===== config.mk =====
export PLATFORM = sky130hd
export DESIGN_NAME = pwm_gen_top
export DESIGN_NICKNAME = d
export VERILOG_FILES = /design/src/rtl/pwm_pkg.sv /design/src/rtl/pwm_band_check.sv /design/src/rtl/pwm_seq_div.sv /design/src/rtl/pwm_sync_gate.sv /design/src/rtl/pwm_timebase.sv /design/src/rtl/pwm_gen_top.sv
export SDC_FILE = /design/constraint.sdc
export NUM_CORES = 1
export LEC_CHECK = 0
export BUFFER_PORTS_ARGS = -buffer_cell sky130_fd_sc_hd__buf_2
export CAP_MARGIN = 10
export CORE_ASPECT_RATIO = 0.7
export CORE_MARGIN = 5
export CORE_UTILIZATION = 50
export CTS_BUF_LIST = sky130_fd_sc_hd__clkbuf_16
export DETAILED_ROUTE_END_ITERATION = 16
export GPL_TIMING_DRIVEN = 0
export PLACE_DENSITY = 0.74
export SYNTH_ARGS = -nofsm -noshare
export SYNTH_HDL_FRONTEND = slang
export SYNTH_SLANG_ARGS = --single-unit

===== constraint.sdc =====
create_clock -name clk -period 6.5 [get_ports clk]
set_input_delay 0.65 -clock clk [delete_from_list [all_inputs] [get_ports clk]]
set_output_delay 0.65 -clock clk [all_outputs]
set_load 0.01 [all_outputs]

===== src/rtl/pwm_pkg.sv =====
`timescale 1ns/1ps
// Shared types and the duty band table of the PWM generator.
// Assumes frequency codes in 0.1 Hz units and duty in whole percent.
package pwm_pkg;

    localparam int unsigned FREQ_CODE_MAX = 40000;
    localparam int unsigned PCT_SCALE     = 100;

    typedef struct packed {
        logic [6:0] lo;
        logic [6:0] hi;
    } duty_window_t;

    typedef enum logic [1:0] {
        PH_IDLE,
        PH_PER,
        PH_HIGH
    } div_phase_t;

    // Returns the allowed duty window for an in-range frequency code.
    function automatic duty_window_t window_for(input int unsigned code);
        duty_window_t w;
        if (code <= 2500)       w = '{lo: 7'd5,  hi: 7'd95};
        else if (code <= 5000)  w = '{lo: 7'd10, hi: 7'd90};
        else if (code <= 10000) w = '{lo: 7'd20, hi: 7'd80};
        else if (code <= 15000) w = '{lo: 7'd30, hi: 7'd70};
        else if (code <= 20000) w = '{lo: 7'd40, hi: 7'd60};
        else                    w = '{lo: 7'd50, hi: 7'd50};
        return w;
    endfunction

endpackage


===== src/rtl/pwm_band_check.sv =====
`timescale 1ns/1ps
// Combinational range check of a frequency/duty pair against the band table.
// Assumes: at most one of the two flags is raised; frequency faults win over duty faults.
module pwm_band_check
    import pwm_pkg::*;
#(
    parameter int FREQ_W = 16,
    parameter int DUTY_W = 7
) (
    input  logic [FREQ_W-1:0] freq_code,
    input  logic [DUTY_W-1:0] duty_pct,
    output logic              over_lim,
    output logic              under_lim
);

    duty_window_t win;

    // Classify the pair as above, below or inside its band.
    always_comb begin
        win       = window_for(32'(freq_code));
        over_lim  = 1'b0;
        under_lim = 1'b0;
        if (freq_code == '0)
            under_lim = 1'b1;
        else if (32'(freq_code) > FREQ_CODE_MAX)
            over_lim = 1'b1;
        else if (32'(duty_pct) < 32'(win.lo))
            under_lim = 1'b1;
        else if (32'(duty_pct) > 32'(win.hi))
            over_lim = 1'b1;
    end

endmodule


===== src/rtl/pwm_seq_div.sv =====
`timescale 1ns/1ps
// Restoring unsigned divider, one quotient bit per cycle, W cycles per result.
// Assumes den is non-zero; a new start abandons any division in progress.
module pwm_seq_div #(
    parameter int W = 26
) (
    input  logic         clk,
    input  logic         rst_n,
    input  logic         start,
    input  logic [W-1:0] num,
    input  logic [W-1:0] den,
    output logic         done,
    output logic [W-1:0] quo
);

    localparam int SW = $clog2(W + 1);
    localparam int PW = 2 * W + 1;

    logic [W:0]    rem_q;
    logic [W-1:0]  quo_q;
    logic [W-1:0]  den_q;
    logic [W-1:0]  num_q;
    logic [SW-1:0] step_q;
    logic          busy_q;
    logic          done_q;
    logic [W:0]    shifted;
    logic          fits;
    logic [W:0]    rem_nx;

    // Trial subtraction for the next quotient bit.
    always_comb begin
        shifted = {rem_q[W-1:0], quo_q[W-1]};
        fits    = shifted >= {1'b0, den_q};
        rem_nx  = fits ? shifted - {1'b0, den_q} : shifted;
    end

    // Iterate the division and flag completion for one cycle.
    always_ff @(posedge clk) begin
        if (!rst_n) begin
            rem_q  <= '0;
            quo_q  <= '0;
            den_q  <= '0;
            num_q  <= '0;
            step_q <= '0;
            busy_q <= 1'b0;
            done_q <= 1'b0;
        end else begin
            done_q <= 1'b0;
            if (start) begin
                rem_q  <= '0;
                quo_q  <= num;
                den_q  <= den;
                num_q  <= num;
                step_q <= SW'(W);
                busy_q <= 1'b1;
            end else if (busy_q) begin
                rem_q  <= rem_nx;
                quo_q  <= {quo_q[W-2:0], fits};
                step_q <= step_q - 1'b1;
                if (step_q == SW'(1)) begin
                    busy_q <= 1'b0;
                    done_q <= 1'b1;
                end
            end
        end
    end

    assign done = done_q;
    assign quo  = quo_q;

    // a finished division reconstructs its operands exactly.
    p_div_exact_r1: assert property (@(posedge clk) disable iff (!rst_n)
        done_q |-> (PW'(quo_q) * PW'(den_q) + PW'(rem_q) == PW'(num_q)) && (rem_q < {1'b0, den_q}));

endmodule


===== src/rtl/pwm_sync_gate.sv =====
`timescale 1ns/1ps
// Accepts a restart request only when the lockout window since the last accepted one has run out.
// Assumes GAP_CYC >= 2.
module pwm_sync_gate #(
    parameter int GAP_CYC = 250000
) (
    input  logic clk,
    input  logic rst_n,
    input  logic sync_in,
    output logic sync_acc
);

    localparam int GW = $clog2(GAP_CYC + 1);

    logic [GW-1:0] gap_q;

    assign sync_acc = sync_in && (gap_q == '0);

    // Count down the lockout that follows each accepted request.
    always_ff @(posedge clk) begin
        if (!rst_n)
            gap_q <= '0;
        else if (sync_acc)
            gap_q <= GW'(GAP_CYC - 1);
        else if (gap_q != '0)
            gap_q <= gap_q - 1'b1;
    end

    // two accepted requests never occur back to back.
    p_single_accept_r5: assert property (@(posedge clk) disable iff (!rst_n)
        sync_acc |=> !sync_acc);

endmodule


===== src/rtl/pwm_timebase.sv =====
`timescale 1ns/1ps
// Period counter and comparator; loads new period/high time at start, boundary or restart.
// Assumes ld_per >= 1 whenever ld_ok is high.
module pwm_timebase #(
    parameter int CNT_W = 29
) (
    input  logic             clk,
    input  logic             rst_n,
    input  logic             run,
    input  logic             sync_acc,
    input  logic             ld_ok,
    input  logic [CNT_W-1:0] ld_per,
    input  logic [CNT_W-1:0] ld_high,
    output logic             pwm_out,
    output logic             started
);

    logic [CNT_W-1:0] cnt_q;
    logic [CNT_W-1:0] per_q;
    logic [CNT_W-1:0] high_q;
    logic             started_q;
    logic             wrap;

    assign wrap = (cnt_q == per_q - 1'b1);

    // Advance, wrap or restart the period count.
    always_ff @(posedge clk) begin
        if (!rst_n) begin
            cnt_q     <= '0;
            per_q     <= '0;
            high_q    <= '0;
            started_q <= 1'b0;
        end else if (!run) begin
            cnt_q     <= '0;
            started_q <= 1'b0;
        end else if (!started_q) begin
            if (ld_ok) begin
                cnt_q     <= '0;
                per_q     <= ld_per;
                high_q    <= ld_high;
                started_q <= 1'b1;
            end
        end else if (sync_acc || wrap) begin
            cnt_q <= '0;
            if (ld_ok) begin
                per_q  <= ld_per;
                high_q <= ld_high;
            end
        end else begin
            cnt_q <= cnt_q + 1'b1;
        end
    end

    assign pwm_out = run && started_q && (cnt_q < high_q);
    assign started = started_q;

    // the count stays inside the loaded period.
    p_cnt_in_period_r1: assert property (@(posedge clk) disable iff (!rst_n)
        started_q |-> (cnt_q < per_q));

    // a stopped generator is cleared on the next edge.
    p_stop_clears_r3: assert property (@(posedge clk) disable iff (!rst_n)
        !run |=> (cnt_q == '0) && !started_q);

    // an accepted restart zeroes the count.
    p_sync_restart_r4: assert property (@(posedge clk) disable iff (!rst_n)
        (run && started_q && sync_acc) |=> (cnt_q == '0));

endmodule


===== src/rtl/pwm_gen_top.sv =====
`timescale 1ns/1ps
// PWM generator: range check, period/high-time computation, restart lockout and output.
// Assumes CLK_HZ >= 8000 so every legal frequency gives a period of at least 2 cycles.
module pwm_gen_top
    import pwm_pkg::*;
#(
    parameter int CLK_HZ = 50000000,
    parameter int FREQ_W = 16,
    parameter int DUTY_W = 7
) (
    input  logic              clk,
    input  logic              rst_n,
    input  logic              run_en,
    input  logic              gate_in,
    input  logic              sync_in,
    input  logic [FREQ_W-1:0] freq_code,
    input  logic [DUTY_W-1:0] duty_pct,
    output logic              pwm_out,
    output logic [7:0]        status
);

    localparam longint unsigned PER_NUM = 64'(CLK_HZ) * 64'd10;
    localparam int CNT_W    = $clog2(PER_NUM + 1);
    localparam int DIV_W    = CNT_W + DUTY_W;
    localparam int SYNC_GAP = CLK_HZ / 200;

    logic              cmb_hi, cmb_lo, band_ok;
    logic              st_hi_q, st_lo_q, st_vld_q;
    logic              run, sync_acc, tb_started;
    logic              launch;
    logic [FREQ_W-1:0] set_f_q;
    logic [DUTY_W-1:0] set_d_q;
    div_phase_t        phase_q;
    logic [CNT_W-1:0]  per_tmp_q, pend_per_q, pend_high_q;
    logic              res_vld_q;
    logic              div_start, div_done;
    logic [DIV_W-1:0]  div_num, div_den, div_quo;

    pwm_band_check #(.FREQ_W(FREQ_W), .DUTY_W(DUTY_W)) i_band (
        .freq_code (freq_code),
        .duty_pct  (duty_pct),
        .over_lim  (cmb_hi),
        .under_lim (cmb_lo)
    );

    assign band_ok = !cmb_hi && !cmb_lo;
    assign run     = run_en && gate_in && !st_hi_q && !st_lo_q;

    // Start a new computation on changed in-range settings, or chain the second division.
    always_comb begin
        launch    = band_ok && ((freq_code != set_f_q) || (duty_pct != set_d_q));
        div_start = launch || ((phase_q == PH_PER) && div_done);
        if (launch) begin
            div_num = DIV_W'(PER_NUM);
            div_den = DIV_W'(freq_code);
        end else begin
            div_num = DIV_W'(div_quo[CNT_W-1:0]) * DIV_W'(set_d_q);
            div_den = DIV_W'(PCT_SCALE);
        end
    end

    pwm_seq_div #(.W(DIV_W)) i_div (
        .clk   (clk),
        .rst_n (rst_n),
        .start (div_start),
        .num   (div_num),
        .den   (div_den),
        .done  (div_done),
        .quo   (div_quo)
    );

    // Sequence the two divisions and publish the pending period and high time.
    always_ff @(posedge clk) begin
        if (!rst_n) begin
            set_f_q     <= '0;
            set_d_q     <= '0;
            phase_q     <= PH_IDLE;
            per_tmp_q   <= '0;
            pend_per_q  <= '0;
            pend_high_q <= '0;
            res_vld_q   <= 1'b0;
        end else if (launch) begin
            set_f_q <= freq_code;
            set_d_q <= duty_pct;
            phase_q <= PH_PER;
        end else if (div_done) begin
            if (phase_q == PH_PER) begin
                per_tmp_q <= div_quo[CNT_W-1:0];
                phase_q   <= PH_HIGH;
            end else if (phase_q == PH_HIGH) begin
                pend_per_q  <= per_tmp_q;
                pend_high_q <= (div_quo == '0) ? CNT_W'(1) : div_quo[CNT_W-1:0];
                res_vld_q   <= 1'b1;
                phase_q     <= PH_IDLE;
            end
        end
    end

    pwm_sync_gate #(.GAP_CYC(SYNC_GAP)) i_sync (
        .clk      (clk),
        .rst_n    (rst_n),
        .sync_in  (sync_in),
        .sync_acc (sync_acc)
    );

    pwm_timebase #(.CNT_W(CNT_W)) i_tb (
        .clk      (clk),
        .rst_n    (rst_n),
        .run      (run),
        .sync_acc (sync_acc),
        .ld_ok    (res_vld_q),
        .ld_per   (pend_per_q),
        .ld_high  (pend_high_q),
        .pwm_out  (pwm_out),
        .started  (tb_started)
    );

    // Register the limit flags and the validity flag.
    always_ff @(posedge clk) begin
        if (!rst_n) begin
            st_hi_q  <= 1'b0;
            st_lo_q  <= 1'b0;
            st_vld_q <= 1'b0;
        end else begin
            st_hi_q  <= cmb_hi;
            st_lo_q  <= cmb_lo;
            st_vld_q <= run_en && band_ok && tb_started;
        end
    end

    assign status = {2'b00, st_lo_q, st_hi_q, st_vld_q, 3'b000};

    // a raised limit flag keeps the output low.
    p_limit_mutes_r9: assert property (@(posedge clk) disable iff (!rst_n)
        (st_hi_q || st_lo_q) |-> !pwm_out);

    // the two limit flags are never raised together.
    p_flags_one_side_r7: assert property (@(posedge clk) disable iff (!rst_n)
        !(st_hi_q && st_lo_q));

    // validity follows an enabled cycle.
    p_valid_needs_en_r10: assert property (@(posedge clk) disable iff (!rst_n)
        st_vld_q |-> $past(run_en));

endmodule


## Word level (Yosys, flattened, before mapping)

Cells that the tools add are included.

- Register bits after elaboration: 338
- Input bits: 28
- Word-level logic and storage cells: 130

- Add/subtract/negate cells: 5
- Multiply operators: 1
- $lt $le $gt $ge: 10
- Equality and inequality tests: 7
- Multiplexer cells: 41
- Bitwise operators: 4
- Reductions and logical operators: 38

Operators by type and width:

| operator | count |
|---|---|
| 2-to-1 mux 29 bit | 10 |
| 2-to-1 mux 36 bit | 4 |
| 2-to-1 mux 14 bit | 4 |
| greater-or-equal comparator 37 x 36 -> 1 bit | 1 |
| logical NOT 36 bit | 1 |
| multiplier 29 x 7 -> 36 bit | 1 |
| 2-to-1 mux 18 bit | 2 |
| subtractor 36 bit | 1 |
| <= comparator 16 x 14 -> 1 bit, second input constant | 2 |
| adder 29 x 1 -> 29 bit, second input constant | 1 |
| == test 29 bit | 1 |
| < comparator 29 bit | 1 |
| subtractor 29 x 1 -> 29 bit, second input constant | 1 |
| logical NOT 18 bit | 1 |
| nonzero test 18 bit | 1 |
| subtractor 18 x 1 -> 18 bit, second input constant | 1 |
| > comparator 16 bit, second input constant | 1 |
| <= comparator 16 x 12 -> 1 bit, second input constant | 1 |
| <= comparator 16 x 13 -> 1 bit, second input constant | 1 |
| <= comparator 16 x 15 -> 1 bit, second input constant | 1 |
| logical NOT 16 bit | 1 |
| 2-to-1 mux 16 bit | 1 |
| != test 16 bit | 1 |
| 2-to-1 mux 1 bit | 15 |
| other kinds (22) | 51 |

## Longest topological paths before layout

Gate-level depths: netlist of the first run.

- Depth after elaboration: 16
- Mapped depth: 23
- Depth with buffers taken out: 19

## Modules after synthesis

Synthesis of the first run repeated with hierarchy kept, for this count alone.

- Cell total of the unflattened synthesis: 3180
- Area total of the unflattened synthesis: 25647.1 um^2

Modules (own cells, without submodules):

| module | times used | cells an instance | area an instance (um^2) | sequential area each (um^2) |
|---|---|---|---|---|
| pwm_gen_top | 1 | 1398 | 11408.4 | 2322.2 |
| pwm_seq_div | 1 | 853 | 7036.7 | 2322.2 |
| pwm_timebase | 1 | 705 | 5491.5 | 1761.7 |
| pwm_sync_gate | 1 | 116 | 968.4 | 360.3 |
| pwm_band_check | 1 | 108 | 742.0 | 0.0 |

## Least setup slack after synthesis of the first run

OpenSTA, ideal clock, no wires.

- Path type: reg-to-reg
- From: register set_d_q[5]
- To: register i_div.quo_q[35] (netlist: i_div.quo[35])
- Library setup time: 0.121 ns
- Arrival time: 5.312 ns
- Required time: 6.379 ns
- Setup slack: 1.068 ns
- Stages on the path, launching flop included: 20
- Clock period less this slack: 5.432 ns
- Cells stage by stage: dfxtp_1 > clkbuf_1 > and2_1 > fa_1 > fa_1 > fa_1 > inv_1 > fa_1 > inv_1 > ha_1 > clkbuf_1 > a21o_1 > a21o_1 > a21oi_1 > nor2_1 > a2111oi_0 > a21oi_1 > or4_1 > a31oi_1 > mux2_2

- Longest elaborated chain between the ends: 5
- Elaborated cells between the ends (all ways): 8
- Classes of those cells: 1 x mul; 1 x eq/ne; 2 x mux; 4 x reduce/logical

Ends and longest elaborated chain:

| element | line | source |
|---|---|---|
| from (decl) | pwm_gen_top.sv:32 | `logic [DUTY_W-1:0] set_d_q;` |
| from (signal assigned) | pwm_gen_top.sv:84 | `set_d_q <= duty_pct;` |
| branches (longest 5 deep; another with multiplier 29 x 7 -> 36 bit) | -- |  |
| to (signal assigned) | pwm_seq_div.sv:51 | `quo_q <= num;` |
| to (signal assigned) | pwm_seq_div.sv:58 | `quo_q <= {quo_q[W-2:0], fits};` |
| to (decl) | pwm_seq_div.sv:20 | `logic [W-1:0] quo_q;` |

Parallel ways; which one is timed is not known.
A chain may end at the register's enable or synchronous reset.

## Worst setup path in the final report of the first run

- From: register i_div.quo_q[19] (netlist: i_div.quo[19])
- To: register i_div.quo_q[35] (netlist: i_div.quo[35])

- Longest elaborated chain between the ends: 3

Ends and longest elaborated chain:

| element | line | source |
|---|---|---|
| multiplier 29 x 7 -> 36 bit | pwm_gen_top.sv:57 | `div_num = DIV_W'(div_quo[CNT_W-1:0]) * DIV_W'(set_d_q);` |
| 2-to-1 mux 36 bit | pwm_gen_top.sv:53 | `if (launch) begin` |
| 2-to-1 mux 36 bit | pwm_seq_div.sv:49 | `if (start) begin` |

Every way passes these cells.

==> results.sh, run 1 <==
export IMPL_synthMuxAreaShare_pct=4.95
export IMPL_clk_pin_slew_ps=60
export IMPL_grtUsageTotal_pct=25.5
export IMPL_synth_top_cell_area_share_pct=27.7
export IMPL_syn_inst=2833
export IMPL_cts_max_path_buffers=3
export IMPL_min_period_ps=6360
export IMPL_routabilityCongestion=0.963
export IMPL_p_per_area_nw_per_um2=242
export IMPL_grt_first_pass_wirelength_mm=106
export IMPL_async_flop_share_pct=0
export IMPL_die_h_um=190
export IMPL_root_buffer="clkbuf_16"
export IMPL_postCtsSetupBuffers=0
export IMPL_syn_area_um2=23000
export IMPL_cts_resized_gates=4
export IMPL_cts_made_buffers=35
export IMPL_start_util_pct=50.8
export IMPL_drt_iter0_markers=2102
export IMPL_dpl_instance_area_um2=23900
export IMPL_synth_xor_area_share_pct=5.02
export IMPL_synthTopCellsByArea="dfxtp_1 28%, fa_1 12%, nand2_1 7.7%"
export IMPL_cap_violations=0
export IMPL_grt_overflow=0
export IMPL_hold_buffers=0
export IMPL_die_w_um=266
export IMPL_hold_violations=0
export IMPL_final_core_util_pct=55.3
export IMPL_antenna_found_initial=1
export IMPL_grt_setup_unrepaired="no"
export IMPL_crit_type="reg -> reg"
export IMPL_multi_input_area_um2=15000
export IMPL_power_leakage_nw=10.4
export IMPL_synthAdderAreaFrac_pct=18.0
export IMPL_h_tree_depth=2
export IMPL_grt_max_degree=15
export IMPL_slew_limit_headroom_pct=20.0
export IMPL_final_nets=3164
export IMPL_seq_area_um2=6370
export IMPL_timing_final_crit_share_pct=97.8
export IMPL_drive_gt1_share_pct=6.05
export IMPL_synth_seq_area_share_pct=27.7
export IMPL_io_pin_count=37
export IMPL_die_area_um2=50500
export IMPL_critPathLaunchType="register"
export IMPL_synth_simple_area_share_pct=23.1
export IMPL_synth_area_per_cell_um2=8.12
export IMPL_synth_compound_area_share_pct=14.1
export IMPL_vdd_drop_max_mv=0.280
export IMPL_grt_pass1_vias=20200
export IMPL_path_max_fanout=12
export IMPL_totalWireLength_mm=65.0
export IMPL_synth_edf_count=0
export IMPL_wl_per_cell_um=18.5
export IMPL_fill_cells=4071
export IMPL_ys_types=84
export IMPL_yosys_area_top_type="dfxtp_1"
export IMPL_routed_via_density=5.87
export IMPL_dp_hpwl_mm=50.0
export IMPL_ant_nets=0
export IMPL_cts_tree="yes"
export IMPL_final_area_um2=25100
export IMPL_area_delta_synth_final_pct=8.86
export IMPL_ys_ff_latch=318
export IMPL_clk_insertion_delay_late_ps=540
export IMPL_dr_pass1_iters=6
export IMPL_outcome="finished, final reports clean"
export IMPL_antenna_cells=0
export IMPL_hold_path_class="in -> reg"
export IMPL_endpoint_kind="register"
export IMPL_vias=20600
export IMPL_synth_warnings=0
export IMPL_fp_row_count=65
export IMPL_cts_sinks=318
export IMPL_cp_required_ps=6920
export IMPL_synth_top_family_by_area="simple AND/OR/NAND/NOR gates"
export IMPL_setup_viol=0
export IMPL_worstPathArrival_ps=6780
export IMPL_fin_skew_ps=32.8
export IMPL_route_detailed_drc=0
export IMPL_finalMaxSlewViolations=0
export IMPL_ys_flop_type="dfxtp_1"
export IMPL_max_freq_mhz=157
export IMPL_coreArea_um2=45300
export IMPL_worst_pin_slew_ps=1190
export IMPL_portBuffers=21
-- sequential cells by signal, indices dropped and copies added, names as in the netlist, 2 cells and up --
register	flops
phase_q	2
set_d_q	7
per_tmp_q	29
i_div.step_q	6
i_sync.gap_q	18
i_tb.cnt_q	29
i_div.den_q	16
i_div.quo	36
pend_high_q	29
set_f_q	16
i_tb.per_q	29
i_div.rem_q	36
pend_per_q	29
i_tb.high_q	29
-- metrics by stage --
step                instances  total power [mW]  setup WS [ps]  hold slack (ps)  setup TNS (ps)
finish                   3514              6.06            141              418               0
detailed placement       3462              4.02           -255              449            -255
CTS                      3525              6.05           5.44              394               0
floorplan                2837              3.56           1070              432               0
global route             3514              6.38          0.113              417               0
global placement         3461              3.96          -69.3              446           -69.3
-- worst max-delay path, cell delays in order, from the launching register on --
cell,delay [ps]
dfxtp_1,760
and2_1,250
fa_1,430
fa_1,470
fa_1,540
inv_1,50
fa_1,520
inv_1,40
ha_1,270
clkbuf_1,180
a21o_1,210
a21o_1,170
a21oi_1,280
nor2_1,130
a2111oi_0,520
a21oi_1,250
or4_1,530
a31oi_1,290
mux2_2,370
-- final timing paths --
| check | startpoint | cells past startpoint | slack, ps | to |
|---|---|---|---|---|
| setup / recovery | i_div.quo[19] | 18 | 140 | i_div.quo[35] |
| hold / removal | freq_code[1] | 3 | 420 | i_div.den_q[1] |
| setup reg to reg | i_div.quo[19] | 18 | 140 | i_div.quo[35] |
| hold reg to reg | pend_per_q[14] | 2 | 440 | i_tb.per_q[14] |
-- cells in the mapped netlist (9+ instances only) --
cell type,n
clkbuf_1,153
nand3b_1,9
xor2_1,48
nor3_1,52
mux2i_1,106
or2_2,12
ha_1,116
buf_4,14
dfxtp_1,318
or3_1,13
buf_2,17
a21o_1,28
inv_1,207
o221ai_1,9
nand2_1,474
and2_1,157
a2111oi_0,10
nand4_1,31
and3_1,19
o21ai_0,102
o21a_1,12
nand2b_1,15
a31oi_1,22
o211ai_1,24
nor2b_1,16
xnor2_1,84
fa_1,135
nand3_1,42
nor2_1,172
nor4_1,33
a21oi_1,202
a211oi_1,35
-- cell families after synthesis --
group,count (synthesis)
AO/OA/AOI/OAI,519
XOR/XNOR,132
adder cells (fa/ha/maj),251
buffers and inverters,402
flip-flops,318
multiplexers,113
other,1
AND/OR/NAND/NOR,1097
-- per-layer routing --
metal  global-route usage [%]  up-vias  routed length, um
li1                         -     9629                  -
met1                     38.2    10000              29900
met2                     37.1      899              27100
met3                     6.29      100               6700
met4                     5.44        2               1260
met5                        0        -                 13
-- power by group --
group,internal [mW],switching (mW)
clock,1.17,0.863
combinational,0.684,1.10
sequential,2.08,0.156
total,3.94,2.12
-- final cells by class --
class,instances,share of cell area (%)
buffer,183,3.35
clock buffer,36,3.60
clock inverter,27,1.01
inverter,208,3.12
multi-input combinational,2117,60.0
sequential,318,25.4
tap,603,3.01
timing repair buffer,22,0.449
-- cells in the final DEF, fill, tap and decap left out, types with 42 or more instances in the layout --
cell type,netlist,layout
dfxtp_1,318,316
xor2_1,48,48
ha_1,116,116
nand2_1,474,474
mux2i_1,106,106
nor3_1,52,52
xnor2_1,84,84
clkbuf_1,153,122
fa_1,135,135
a21oi_1,202,202
nor2_1,172,172
nand3_1,42,42
and2_1,157,157
inv_1,207,211
o21ai_0,102,102
Power figures use the tool's default switching activity.
==> inputs of run 2 (changes only) <==
Settings changed: PLACE_DENSITY 0.74 to 0.63.
==> run 2 against run 1 <==
Critical path depth is 1 higher. Sequential cell count unchanged. Critical path type unchanged. Global-route usage increased by 0.75 points. Via count down 1.2%. Clock power fell by 2%. Clock-buffer cell count increased by 2.
==> results.sh, run 2 (synthesized netlist as in run 1, its figures left out) <==
export IMPL_grtUsageTotal_pct=26.2
export IMPL_routabilityCongestion=0.949
export IMPL_root_buffer="clkbuf_16"
export IMPL_power_leakage_nw=10.4
export IMPL_fp_row_count=65
export IMPL_dr_pass1_iters=6
export IMPL_p_per_area_nw_per_um2=242
export IMPL_timing_final_crit_share_pct=97.9
export IMPL_cp_required_ps=6980
export IMPL_hold_path_class="in -> reg"
export IMPL_vdd_drop_max_mv=0.246
export IMPL_worstPathArrival_ps=6840
export IMPL_cts_made_buffers=36
export IMPL_start_util_pct=50.8
export IMPL_endpoint_kind="register"
export IMPL_fill_cells=4212
export IMPL_min_period_ps=6360
export IMPL_layout_commonest_cell="nand2_1"
export IMPL_grt_pass1_vias=19200
export IMPL_grt_overflow=0
export IMPL_postCtsSetupBuffers=0
export IMPL_final_core_util_pct=55.3
export IMPL_grt_max_degree=14
export IMPL_path_max_fanout=10
export IMPL_cts_sinks=318
export IMPL_final_nets=3174
export IMPL_fin_skew_ps=24.8
export IMPL_setup_viol=0
export IMPL_place_ws_ps=-244
export IMPL_outcome="finished, final reports clean"
export IMPL_fin_ws_ps=137
export IMPL_setup_tns_ps=0
export IMPL_coreArea_um2=45300
export IMPL_ant_nets=0
export IMPL_area_delta_synth_final_pct=8.93
export IMPL_hold_violations=0
export IMPL_die_area_um2=50500
export IMPL_clk_insertion_delay_late_ps=540
export IMPL_drive_gt1_share_pct=5.75
export IMPL_slew_limit_headroom_pct=16.2
export IMPL_totalWireLength_mm=67.2
export IMPL_io_pin_count=37
export IMPL_cts_tree="yes"
export IMPL_vias=20400
export IMPL_dp_hpwl_mm=51.8
export IMPL_critPathLaunchType="register"
export IMPL_drt_iter0_markers=2005
export IMPL_max_freq_mhz=157
export IMPL_die_w_um=266
export IMPL_portBuffers=21
export IMPL_clk_pin_slew_ps=60
export IMPL_seq_area_um2=6370
export IMPL_crit_type="reg -> reg"
export IMPL_worst_pin_slew_ps=1230
export IMPL_finalMaxSlewViolations=0
export IMPL_grt_first_pass_wirelength_mm=107
export IMPL_final_cell_mix="474 x nand2_1, 318 x dfxtp_1, 212 x inv_1, 201 x a21oi_1, 172 x nor2_1"
export IMPL_multi_input_area_um2=15000
export IMPL_antenna_cells=0
export IMPL_die_h_um=190
export IMPL_cap_violations=0
export IMPL_antenna_found_initial=0
export IMPL_wl_per_cell_um=19.1
export IMPL_cts_max_path_buffers=3
export IMPL_h_tree_depth=2
export IMPL_hold_buffers=0
export IMPL_route_detailed_drc=0
export IMPL_routed_via_density=5.79
-- run 2: cell types whose count changed in the layout (fill, tap and decap cells not counted), moves of 2 or more --
cell and change:
dfxtp_2 -2, bufinv_16 -2, clkinv_1 +3, clkinv_4 -2, clkbuf_16 +2, clkbuf_2 -3, dfxtp_1 +2, clkinv_2 -3
clkbuf_1 +12
-- run 2: area by class of cell --
| class | count | share of cell area, % |
|---|---|---|
| Clock inverter | 25 | 0.744 |
| Inverter | 208 | 3.11 |
| Sequential cell | 318 | 25.4 |
| Clock buffer | 38 | 3.79 |
| Multi-Input combinational cell | 2117 | 60.0 |
| Buffer | 191 | 3.44 |
| Timing Repair Buffer | 23 | 0.479 |
| Tap cell | 603 | 3.01 |
-- run 2: layer usage --
layer	global-route usage, %	vias up	wire length [um]
li1	-	9653	-
met1	41.9	9811	33300
met2	35.3	817	25800
met3	5.95	104	6580
met4	5.94	0	1520
met5	0	-	0
-- run 2: through the flow --
step,instance area [um2],instances,total power [mW],hold WS [ps]
after floorplan,23000,2837,3.56,432
after global placement,23900,3461,4.01,445
after detailed placement,23900,3463,4.05,450
after CTS,25000,3526,6.06,380
after global routing,25100,3523,6.40,389
final,25100,3523,6.06,402
-- run 2: timing repair --
| item | CTS | global route |
|---|---|---|
| endpoints found under the setup margin | 1 | 5 |
| endpoints found under the hold margin | 0 | 0 |
| resized for setup | 1 | 38 |
-- run 2: worst max-delay path: stages, from the launching register on --
cell,delay (ps)
dfxtp_1,380
clkbuf_1,540
nand2_1,200
fa_1,530
fa_1,550
inv_1,60
fa_1,530
inv_1,70
fa_1,540
inv_1,50
ha_1,340
nand2_1,110
a211o_1,150
a31oi_1,220
o311ai_2,570
a31oi_1,240
o21ai_0,450
nor2_1,90
a2111oi_0,530
o21a_1,170
-- run 2: final timing paths --
path,startpoint,endpoint,slack (ps),cells past startpoint
max,set_d_q[5],i_div.quo[34],140,19
min,run_en,st_vld_q,400,3
max reg2reg,set_d_q[5],i_div.quo[34],140,19
min reg2reg,per_tmp_q[20],pend_per_q[20],450,2
-- run 2: report_power, final --
part	total [mW]	switching (mW)	leakage (nW)	internal, mW
Clock	1.99	0.853	0.565	1.14
Combinational	1.86	1.16	7.21	0.692
Sequential	2.21	0.129	2.58	2.08
==> inputs of run 3 (changes only) <==
Settings changed: PLACE_DENSITY 0.63 to 0.66.
==> run 3 against run 2 <==
Worst hold slack worse by 12 ps. Register-to-register slack improved by 180 ps. Sequential cell count is the same. Clock-buffer cell count is 2 lower. Routed wire length is 0.21% lower. Setup slack improved by 180 ps. Largest cell class unchanged. Cell area grew 0.20%. Utilization increased by 0.11 points.
==> results.sh, run 3 (synthesized netlist as in run 1, its figures left out) <==
export IMPL_cts_made_buffers=36
export IMPL_antenna_cells=0
export IMPL_final_cell_mix="474 x nand2_1, 318 x dfxtp_1, 211 x inv_1, 202 x a21oi_1, 172 x nor2_1"
export IMPL_hold_violations=0
export IMPL_grt_pass1_vias=20000
export IMPL_cts_max_path_buffers=3
export IMPL_setup_viol=0
export IMPL_min_period_ps=6190
export IMPL_routed_via_density=5.81
export IMPL_r2r_slack_ps=310
export IMPL_clk_pin_slew_ps=60
export IMPL_fin_hold_ws_ps=390
export IMPL_cp_slowest_stage_delay_ps=730
export IMPL_crit_type="reg -> reg"
export IMPL_worst_pin_slew_ps=1080
export IMPL_final_core_util_pct=55.5
export IMPL_reg2reg_from="i_div.quo[15]"
export IMPL_vdd_drop_max_mv=0.247
export IMPL_worst_path_most_repeated_cell="fa_1"
export IMPL_ant_nets=0
export IMPL_root_buffer="clkbuf_16"
export IMPL_clk_insertion_delay_late_ps=540
export IMPL_antenna_found_initial=1
export IMPL_grtUsageTotal_pct=26.3
export IMPL_dr_pass1_iters=6
export IMPL_p_per_area_nw_per_um2=246
export IMPL_drive_gt1_share_pct=5.93
export IMPL_critPathLaunchType="register"
export IMPL_cp_num_buf_inv=3
export IMPL_coreArea_um2=45300
export IMPL_cp_required_ps=6920
export IMPL_fp_row_count=65
export IMPL_totalWireLength_mm=67.1
export IMPL_drt_iter0_markers=1789
export IMPL_cp_cell_sequence="and2_1, fa_1, fa_1, fa_1, inv_1, fa_1, inv_1, ha_1, clkbuf_1, a21o_1, a21o_1, a21oi_1, nor2_1, a2111oi_0, a21oi_1, or4_1, a31oi_1, mux2_2"
export IMPL_grt_first_pass_wirelength_mm=108
export IMPL_grt_max_degree=14
export IMPL_routabilityCongestion=0.956
export IMPL_wl_per_cell_um=19.1
export IMPL_portBuffers=21
export IMPL_power_leakage_nw=10.4
export IMPL_outcome="finished, final reports clean"
export IMPL_cap_violations=0
export IMPL_cp_slowest_cell="dfxtp_1"
export IMPL_hold_path_class="in -> reg"
export IMPL_io_pin_count=37
export IMPL_die_h_um=190
export IMPL_vias=20500
export IMPL_path_max_fanout=12
export IMPL_cp_startpoint="i_div.quo[15]"
export IMPL_grt_setup_unrepaired="no"
export IMPL_timing_final_crit_share_pct=95.2
export IMPL_slew_limit_headroom_pct=27.3
export IMPL_worstPathArrival_ps=6610
export IMPL_layout_commonest_cell="nand2_1"
export IMPL_final_nets=3171
export IMPL_finalMaxSlewViolations=0
export IMPL_cts_tree="yes"
export IMPL_setup_tns_ps=0
export IMPL_grt_overflow=0
export IMPL_area_delta_synth_final_pct=9.15
export IMPL_endpoint_kind="register"
export IMPL_crit_end="i_div.quo[35]"
export IMPL_die_area_um2=50500
export IMPL_route_detailed_drc=0
export IMPL_max_freq_mhz=162
export IMPL_fin_skew_ps=37.8
export IMPL_dp_hpwl_mm=51.6
export IMPL_die_w_um=266
export IMPL_critPathTopFamily="adder cells"
export IMPL_worstSetupPathDepth=18
export IMPL_h_tree_depth=2
export IMPL_start_util_pct=50.8
export IMPL_cts_sinks=318
export IMPL_p_total_mw=6.18
export IMPL_r2r_cells=18
export IMPL_timing_rr_end="i_div.quo[35]"
-- run 3: cell types whose count changed in the layout (fill, tap and decap cells not counted), moves of 2 or more --
cell	change
clkinv_2	+3
clkbuf_16	-2
clkinvlp_4	-3
clkinv_1	-2
buf_2	+2
inv_6	+2
clkbuf_1	-5
bufinv_16	+4
-- run 3: timing repair --
item	4_1_cts	5_1_grt
setup buffers	0	0
endpoints found under the setup margin	1	3
hold buffers	0	0
gates resized for setup	3	35
-- run 3: cell type report --
| type | instances | area [um2] |
|---|---|---|
| clock buffers | 36 | 901 |
| flip-flops and latches | 318 | 6370 |
| inverters | 208 | 781 |
| well taps | 603 | 754 |
| clock inverters | 28 | 303 |
| plain buffers | 187 | 848 |
| repair buffers | 24 | 123 |
| multi-input cells | 2117 | 15000 |
| fillers | 4201 | 20200 |
-- run 3: stage by stage --
| step | instance area [um2] | cells | setup slack, ps |
|---|---|---|---|
| floorplan | 23000 | 2837 | 1070 |
| global route | 25100 | 3521 | 12.7 |
| CTS | 25100 | 3526 | 24.2 |
| detailed placement | 23900 | 3462 | -301 |
| global placement | 23900 | 3461 | -272 |
| finish | 25100 | 3521 | 313 |
-- run 3: how the worst min path moves through the flow --
stage / startpoint / endpoint / slack, ps / cells after the start
after floorplan: per_tmp_q[0] / pend_per_q[0] / 430 / 2
final: run_en / st_vld_q / 390 / 3
after global placement: per_tmp_q[12] / pend_per_q[12] / 450 / 2
after CTS: run_en / st_vld_q / 370 / 3
after global routing: run_en / st_vld_q / 390 / 3
after detailed placement: i_tb.high_q[15] / i_tb.high_q[15] / 450 / 2
-- run 3: worst min-delay path, stage by stage --
cell and delay, ps:
buf_2 110, nand2_1 60, nor4_1 50
-- run 3: power breakdown --
group | switching (mW) | internal [mW] | total, mW
registers | 0.145 | 2.08 | 2.23
clock network | 0.862 | 1.25 | 2.12
logic | 1.14 | 0.687 | 1.83
total | 2.15 | 4.02 | 6.18
-- run 3: metal layers --
layer	part of all wire, %	routed length, um	GRT usage, %	vias to the layer above
met5	0	0	0	-
met3	9.8	6610	6.03	103
li1	-	-	-	9672
met1	49	32700	41.2	9866
met4	2.3	1520	5.96	0
met2	39	26300	36.6	825
